`config.mk`:
```
export PLATFORM = sky130hd
export DESIGN_NAME = ts_prbs_unit
export DESIGN_NICKNAME = d
export VERILOG_FILES = /design/src/rtl/ts_prbs_pkg.sv /design/src/rtl/ts_slot_track.sv /design/src/rtl/ts_pattern_gen.sv /design/src/rtl/ts_pattern_chk.sv /design/src/rtl/ts_prbs_unit.sv
export SDC_FILE = /design/constraint.sdc
export NUM_CORES = 1
export LEC_CHECK = 0
export BUFFER_PORTS_ARGS = -buffer_cell sky130_fd_sc_hd__clkbuf_2
export CELL_PAD_IN_SITES_DETAIL_PLACEMENT = 1
export CELL_PAD_IN_SITES_GLOBAL_PLACEMENT = 1
export CORE_ASPECT_RATIO = 0.9
export CORE_MARGIN = 1.5
export CORE_UTILIZATION = 40
export DETAILED_ROUTE_END_ITERATION = 6
export GPL_ROUTABILITY_DRIVEN = 0
export GPL_TIMING_DRIVEN = 0
export PLACE_DENSITY = 0.81
export SLEW_MARGIN = 20
export SYNTH_ARGS = -nofsm -noshare
export SYNTH_HDL_FRONTEND = slang
export SYNTH_SLANG_ARGS = --single-unit
```
`constraint.sdc`:
```
create_clock -name clk -period 3.8 [get_ports clk]
set_clock_uncertainty 0.05 [all_clocks]
set_input_delay 0.76 -clock clk [delete_from_list [all_inputs] [get_ports clk]]
set_output_delay 0.76 -clock clk [all_outputs]
set_load 0.01 [all_outputs]
```
`src/rtl/ts_prbs_pkg.sv`:
```
package ts_prbs_pkg;

    localparam int LFSR_W = 20;

    typedef enum logic [1:0] {
        PAT_SHORT = 2'b00,
        PAT_LONG  = 2'b01,
        PAT_WORD  = 2'b10,
        PAT_WORD2 = 2'b11
    } pat_mode_e;

    // Feedback bit of the selected sequence
    function automatic logic lfsr_tap(input logic [LFSR_W-1:0] s, input logic [1:0] mode);
        logic t;
        if (mode == PAT_LONG) t = s[19] ^ s[16];
        else                  t = s[14] ^ s[13];
        return t;
    endfunction

    // True when the bits used by the selected sequence are all zero
    function automatic logic lfsr_dead(input logic [LFSR_W-1:0] s, input logic [1:0] mode);
        logic z;
        if (mode == PAT_LONG) z = (s == '0);
        else                  z = (s[14:0] == '0);
        return z;
    endfunction

endpackage

```
`src/rtl/ts_slot_track.sv`:
```
module ts_slot_track #(
    parameter int SLOTS     = 32,
    parameter int SLOT_BITS = 8,
    localparam int FRAME    = SLOTS * SLOT_BITS,
    localparam int POS_W    = $clog2(FRAME),
    localparam int SB_W     = $clog2(SLOT_BITS)
) (
    input  logic             clk,
    input  logic             rst_n,
    input  logic             fsync,
    input  logic [SLOTS-1:0] mask,
    output logic             active
);

    typedef struct packed {
        logic [POS_W-1:0] pos;
    } trk_t;

    trk_t trk_d, trk_q;

    always_comb begin
        trk_d = trk_q;
        if (fsync)                                 trk_d.pos = '0;
        else if (trk_q.pos == POS_W'(FRAME - 1))   trk_d.pos = '0;
        else                                       trk_d.pos = trk_q.pos + 1'b1;
        active = mask[trk_d.pos[POS_W-1:SB_W]];
    end

    always_ff @(posedge clk or negedge rst_n) begin
        if (!rst_n) trk_q.pos <= POS_W'(FRAME - 1);
        else        trk_q     <= trk_d;
    end

    AST_FSYNC_ZERO: assert property (@(posedge clk) disable iff (!rst_n)
        fsync |=> trk_q.pos == '0);

endmodule

```
`src/rtl/ts_pattern_gen.sv`:
```
module ts_pattern_gen
    import ts_prbs_pkg::*;
#(
    parameter int FIX_W  = 32,
    localparam int LEN_W = $clog2(FIX_W)
) (
    input  logic             clk,
    input  logic             rst_n,
    input  logic             active,
    input  logic             din,
    input  logic [1:0]       mode,
    input  logic [FIX_W-1:0] fixed,
    input  logic [LEN_W-1:0] len,
    output logic             dout
);

    typedef struct packed {
        logic [LFSR_W-1:0] lfsr;
        logic [LEN_W-1:0]  idx;
        logic              bit_o;
    } gen_t;

    gen_t gen_d, gen_q;
    logic [LFSR_W-1:0] src;
    logic              fb;

    always_comb begin
        gen_d = gen_q;
        src   = lfsr_dead(gen_q.lfsr, mode) ? '1 : gen_q.lfsr;
        fb    = lfsr_tap(src, mode);
        if (active) begin
            if (mode[1]) begin
                gen_d.bit_o = fixed[gen_q.idx];
                gen_d.idx   = (gen_q.idx >= len) ? '0 : gen_q.idx + 1'b1;
            end else begin
                gen_d.lfsr  = {src[LFSR_W-2:0], fb};
                gen_d.bit_o = fb;
            end
        end else begin
            gen_d.bit_o = din;
        end
    end

    always_ff @(posedge clk or negedge rst_n) begin
        if (!rst_n) begin
            gen_q      <= '0;
            gen_q.lfsr <= '1;
        end else begin
            gen_q <= gen_d;
        end
    end

    assign dout = gen_q.bit_o;

    AST_PASS_THRU: assert property (@(posedge clk) disable iff (!rst_n)
        !active |=> dout == $past(din));
    AST_GEN_LIVE: assert property (@(posedge clk) disable iff (!rst_n)
        (active && !mode[1]) |=> !lfsr_dead(gen_q.lfsr, $past(mode)));

endmodule

```
`src/rtl/ts_pattern_chk.sv`:
```
module ts_pattern_chk
    import ts_prbs_pkg::*;
#(
    parameter int FIX_W     = 32,
    parameter int CNT_W     = 32,
    parameter int SYNC_RUN  = 32,
    parameter int WIN_LEN   = 64,
    parameter int LOSS_ERRS = 6,
    localparam int LEN_W    = $clog2(FIX_W),
    localparam int RUN_W    = $clog2(SYNC_RUN + 1),
    localparam int WB_W     = $clog2(WIN_LEN),
    localparam int WE_W     = $clog2(LOSS_ERRS + 1)
) (
    input  logic             clk,
    input  logic             rst_n,
    input  logic             active,
    input  logic             din,
    input  logic [1:0]       mode,
    input  logic [FIX_W-1:0] fixed,
    input  logic [LEN_W-1:0] len,
    output logic             sync,
    output logic             inverted,
    output logic             irq,
    output logic [CNT_W-1:0] err_cnt,
    output logic [CNT_W-1:0] bit_cnt
);

    typedef struct packed {
        logic [LFSR_W-1:0] lfsr;
        logic [LEN_W-1:0]  idx;
        logic [RUN_W-1:0]  run;
        logic              pol;
        logic              locked;
        logic [WB_W-1:0]   wbits;
        logic [WE_W-1:0]   werrs;
        logic              irq;
        logic [CNT_W-1:0]  errc;
        logic [CNT_W-1:0]  bitc;
    } chk_t;

    chk_t chk_d, chk_q;
    logic             exp_raw;
    logic             diff;
    logic             bad;
    logic [LEN_W-1:0] idx_nx;
    logic [WE_W-1:0]  werrs_inc;

    always_comb begin
        chk_d     = chk_q;
        exp_raw   = mode[1] ? fixed[chk_q.idx] : lfsr_tap(chk_q.lfsr, mode);
        diff      = din ^ exp_raw;
        bad       = diff ^ chk_q.pol;
        idx_nx    = (chk_q.idx >= len) ? '0 : chk_q.idx + 1'b1;
        werrs_inc = chk_q.werrs + WE_W'(bad);
        if (active) begin
            if (!chk_q.locked) begin
                // hunting: self-seed from the received bits
                chk_d.lfsr = {chk_q.lfsr[LFSR_W-2:0], din};
                if (chk_q.run == '0 || !bad) begin
                    chk_d.pol = diff;
                    chk_d.run = chk_q.run + 1'b1;
                    chk_d.idx = idx_nx;
                    if (chk_q.run == RUN_W'(SYNC_RUN - 1)) begin
                        chk_d.locked = 1'b1;
                        chk_d.run    = '0;
                        chk_d.wbits  = '0;
                        chk_d.werrs  = '0;
                    end
                end else begin
                    // slip: hold the word index, restart the run
                    chk_d.run = '0;
                end
            end else begin
                // locked: free-run on the predicted bit
                chk_d.lfsr = {chk_q.lfsr[LFSR_W-2:0], exp_raw ^ chk_q.pol};
                chk_d.idx  = idx_nx;
                chk_d.bitc = chk_q.bitc + 1'b1;
                if (bad) chk_d.errc = chk_q.errc + 1'b1;
                if (werrs_inc >= WE_W'(LOSS_ERRS)) begin
                    chk_d.locked = 1'b0;
                    chk_d.run    = '0;
                    chk_d.wbits  = '0;
                    chk_d.werrs  = '0;
                end else if (chk_q.wbits == WB_W'(WIN_LEN - 1)) begin
                    chk_d.wbits = '0;
                    chk_d.werrs = '0;
                end else begin
                    chk_d.wbits = chk_q.wbits + 1'b1;
                    chk_d.werrs = werrs_inc;
                end
            end
        end
        chk_d.irq = chk_d.locked ^ chk_q.locked;
    end

    always_ff @(posedge clk or negedge rst_n) begin
        if (!rst_n) chk_q <= '0;
        else        chk_q <= chk_d;
    end

    assign sync     = chk_q.locked;
    assign inverted = chk_q.pol;
    assign irq      = chk_q.irq;
    assign err_cnt  = chk_q.errc;
    assign bit_cnt  = chk_q.bitc;

    AST_IRQ_ON_EDGE: assert property (@(posedge clk) disable iff (!rst_n)
        ($rose(chk_q.locked) || $fell(chk_q.locked)) |-> irq);
    AST_HUNT_NO_COUNT: assert property (@(posedge clk) disable iff (!rst_n)
        !chk_q.locked |=> $stable(chk_q.bitc));
    AST_ERR_STEP: assert property (@(posedge clk) disable iff (!rst_n)
        1'b1 |=> (chk_q.errc == $past(chk_q.errc) || chk_q.errc == $past(chk_q.errc) + 1'b1));
    AST_LOCK_AFTER_RUN: assert property (@(posedge clk) disable iff (!rst_n)
        $rose(chk_q.locked) |-> $past(chk_q.run) == RUN_W'(SYNC_RUN - 1));
    AST_WIN_BOUND: assert property (@(posedge clk) disable iff (!rst_n)
        chk_q.werrs < WE_W'(LOSS_ERRS));

endmodule

```
`src/rtl/ts_prbs_unit.sv`:
```
module ts_prbs_unit #(
    parameter int SLOTS     = 32,
    parameter int SLOT_BITS = 8,
    parameter int FIX_W     = 32,
    parameter int CNT_W     = 32,
    parameter int SYNC_RUN  = 32,
    parameter int WIN_LEN   = 64,
    parameter int LOSS_ERRS = 6,
    localparam int LEN_W    = $clog2(FIX_W)
) (
    input  logic             clk,
    input  logic             rst_n,
    input  logic [1:0]       cfg_mode,
    input  logic [FIX_W-1:0] cfg_fixed,
    input  logic [LEN_W-1:0] cfg_fix_len,
    input  logic [SLOTS-1:0] cfg_slot_mask,
    input  logic             tx_fsync,
    input  logic             tx_in,
    output logic             tx_out,
    input  logic             rx_fsync,
    input  logic             rx_in,
    output logic             sync,
    output logic             sync_inv,
    output logic             sync_irq,
    output logic [CNT_W-1:0] err_count,
    output logic [CNT_W-1:0] bit_count
);

    logic tx_act;
    logic rx_act;

    ts_slot_track #(.SLOTS(SLOTS), .SLOT_BITS(SLOT_BITS)) i_tx_track (
        .clk    (clk),
        .rst_n  (rst_n),
        .fsync  (tx_fsync),
        .mask   (cfg_slot_mask),
        .active (tx_act)
    );

    ts_slot_track #(.SLOTS(SLOTS), .SLOT_BITS(SLOT_BITS)) i_rx_track (
        .clk    (clk),
        .rst_n  (rst_n),
        .fsync  (rx_fsync),
        .mask   (cfg_slot_mask),
        .active (rx_act)
    );

    ts_pattern_gen #(.FIX_W(FIX_W)) i_gen (
        .clk    (clk),
        .rst_n  (rst_n),
        .active (tx_act),
        .din    (tx_in),
        .mode   (cfg_mode),
        .fixed  (cfg_fixed),
        .len    (cfg_fix_len),
        .dout   (tx_out)
    );

    ts_pattern_chk #(
        .FIX_W     (FIX_W),
        .CNT_W     (CNT_W),
        .SYNC_RUN  (SYNC_RUN),
        .WIN_LEN   (WIN_LEN),
        .LOSS_ERRS (LOSS_ERRS)
    ) i_chk (
        .clk      (clk),
        .rst_n    (rst_n),
        .active   (rx_act),
        .din      (rx_in),
        .mode     (cfg_mode),
        .fixed    (cfg_fixed),
        .len      (cfg_fix_len),
        .sync     (sync),
        .inverted (sync_inv),
        .irq      (sync_irq),
        .err_cnt  (err_count),
        .bit_cnt  (bit_count)
    );

endmodule

```
==> qor.yml <==
async_flop_share: 1.00
r2r_cells: 16
yosys_warnings: 0
p_leak_nw: 5.40
synth_top_area_share: 0.301
grt_pass1_vias: 8502
cts.sink_count: 149
synth_edf_count: 0
grtUsageTotal: 0.226
die_x_um: 165
fillers: 2707
synth-simple-area-share: 0.214
drt_first_iter_violations: 436
powerDensity_nw_per_um2: 538
hold_viol: 0
grt_max_degree: 73
r2r_end: "i_chk.chk_q[73]$_DFFE_PN0P_"
cts_tree: "done"
std_cell_rows: 53
root_buffer: "clkbuf_16"
max-vdd-ir-drop_v: 0.000267
synth_most_common_cell: "nand2_1"
synth_nets: 1080
via_per_inst: 5.50
relSlewSlack: 0.356
min_path_type: "in2async"
vias: 8097
synth-xor-area-share: 0.0782
synth_top_family_by_area: "simple AND/OR/NAND/NOR gates"
synth_largest_area_cell: "dfrtp_1"
dr_wl_met3_mm: 1.02
synth_area_leaders: "dfrtp_1 (30%), dfstp_2 (10%), buf_4 (5.4%)"
r2r_start: "i_chk.chk_q[82]$_DFFE_PN0P_"
p_total_mw: 6.16
yosys.area_share.adder: 0.0280
crit_arrival_ps: 3950
final.setup.worst_slack_ps: 116
finalCritPeriodShare: 0.970
post-route-drc-count: 0
status: "completed"
grt_setup_unrepaired: "yes"
min_period_ps: 3680
required_ps: 4070
wl_mm: 27.0
final_util: 0.493
antennaDiodeCount: 0
ys_seq_area_frac: 0.402
post_dp_cell_area_um2: 10600
synth.distinct_cells: 77
coreArea_um2: 23200
ant_nets: 0
final_max_slew_viol_count: 0
gr-total-overflow: 0
final_nets: 1254
cp-start-kind: "flip-flop"
ios: 145
endpoint_kind: "flip-flop"
antenna_found_initial: 0
ys.flop_type: "dfrtp_1"
post_drt_wl_per_cell_um: 18.3
max_freq_ghz: 0.271
cp-endpoint: "i_chk.chk_q[73]$_DFFE_PN0P_"
wl_met2_mm: 13.8
dieArea_um2: 24400
finalSetupViolCount: 0
die_h_um: 148
cts_buffer_depth: 2
wl_met1_mm: 11.6
stdcell_area_um2: 11500
synthMuxAreaShare: 0.0812
pre_cts_ws_ps: -602
synth_cells: 982
top_layer: "met4"
drv_cap: 0
ys_ff_latch: 149
numCtsBuffers: 17
insertion_delay_ps: 420
areaGrowthSynthToFinish_pct: 21.9
firstDrtPassIters: 5
start_util: 0.405
synth_compound_area_frac: 0.111
cts.clk_slew.worst_paths_ps: 70
final.setup.tns_ps: 0
tightest_slew_ps: 961
reg2reg_setup_slack_ps: 120
place_hpwl_mm: 19.3
crit_fanout: 7
syn_area_um2: 9390
holdBufCountCts: 0
cts_max_level: 4
synthTopCellsByCount: "nand2_1 (127), dfrtp_1 (113), buf_4 (67)"
criticalPathCategory: "reg2reg"
startpoint: "i_chk.chk_q[82]$_DFFE_PN0P_"
layout-drive-gt1-share: 0.338
port_buffers: 143
syn_area_per_cell_um2: 9.57
grt_pass1_wl_mm: 43.9
## state kept, by name (all words and copies together) (netlist names)
name / flops
i_chk.bit_cnt: 32
i_chk.chk_q: 40
i_chk.err_cnt: 32
i_chk.inverted: 1
i_chk.irq: 1
i_chk.sync: 1
i_gen.dout: 1
i_gen.gen_q: 25
i_rx_track.trk_q: 8
i_tx_track.trk_q: 8
## routing by layer
layer	vias up	GRT usage
li1	3775	-
met1	4095	0.293
met2	185	0.389
met3	42	0.0374
met4	0	0.0631
met5	-	0
## cells in the final DEF, fill, tap and decap left out, types with 7 or more instances in the layout
master / instances
nand4_1: 13
nor3_1: 37
inv_1: 31
buf_4: 78
nand2_1: 124
o21ai_0: 33
nand3_1: 41
a21oi_1: 24
dfstp_2: 36
xnor2_1: 31
nor2b_1: 11
nand2b_1: 28
nor2_1: 44
ha_1: 18
and3_1: 23
clkbuf_1: 15
a21o_1: 8
mux2i_1: 9
and4_1: 8
xor2_1: 50
dfrtp_1: 112
clkbuf_2: 153
clkbuf_16: 17
mux4_2: 13
mux2_2: 24
nor4_1: 17
or4_1: 7
## report_power, final
group          switching [mW]  internal [mW]
registers               0.346           1.99
logic                    1.05          0.992
clock network           0.694           1.09
total                    2.09           4.07
## metrics by stage
step | instances | hold WS (ps)
floorplan | 982 | 389
global placement | 1427 | 397
detailed placement | 1429 | 403
CTS | 1467 | 147
global route | 1471 | 146
finish | 1471 | 157
## repair_timing
action	CTS	global route
endpoints found under the setup margin	122	100
resized for setup	17	45
setup buffers	7	5
gates cloned	0	0
pin swaps	2	8
## final cells by class
| class | count | area (µm²) | area share |
|---|---|---|---|
| multi-input combinational | 692 | 4980 | 0.434 |
| sequential | 149 | 3770 | 0.330 |
| timing repair buffer | 157 | 873 | 0.0763 |
| buffer | 105 | 702 | 0.0613 |
| clock buffer | 21 | 470 | 0.0411 |
| inverter | 34 | 129 | 0.0113 |
| clock inverter | 11 | 150 | 0.0131 |
| tap | 302 | 378 | 0.0330 |
## critical path: stages (launching register included)
cell and delay, ps:
dfrtp_2 470, buf_12 150, mux4_2 510, mux2_4 290
a221oi_4 300, a2111oi_4 100, xor2_2 240, inv_2 80
ha_4 160, ha_2 190, nor2b_4 140, o21ai_2 160
nand2_2 120, a31oi_4 290, a211o_1 160, o21ai_0 80
o41ai_1 80
## cells by family (layout without fill, tap and decap cells)
family	Yosys count	count (layout)
flip-flops	149	149
adder cells (fa/ha/maj)	21	21
AO/OA/AOI/OAI	143	143
buffers and inverters	141	328
multiplexers	52	52
XOR/XNOR	83	83
AND/OR/NAND/NOR	393	393
## worst min-delay path by stage
stage	cells after the start	end	slack, ps
floorplan	2	i_chk.chk_q[100]$_DFFE_PN0N_	390
CTS	1	i_chk.err_cnt[22]$_DFFE_PN0P_	150
global route	1	i_chk.err_cnt[22]$_DFFE_PN0P_	150
global placement	2	i_chk.chk_q[92]$_DFFE_PN0N_	400
detailed placement	2	i_chk.chk_q[92]$_DFFE_PN0N_	400
finish	1	i_chk.err_cnt[22]$_DFFE_PN0P_	160
No activity file was read; power rests on OpenSTA's default activity.
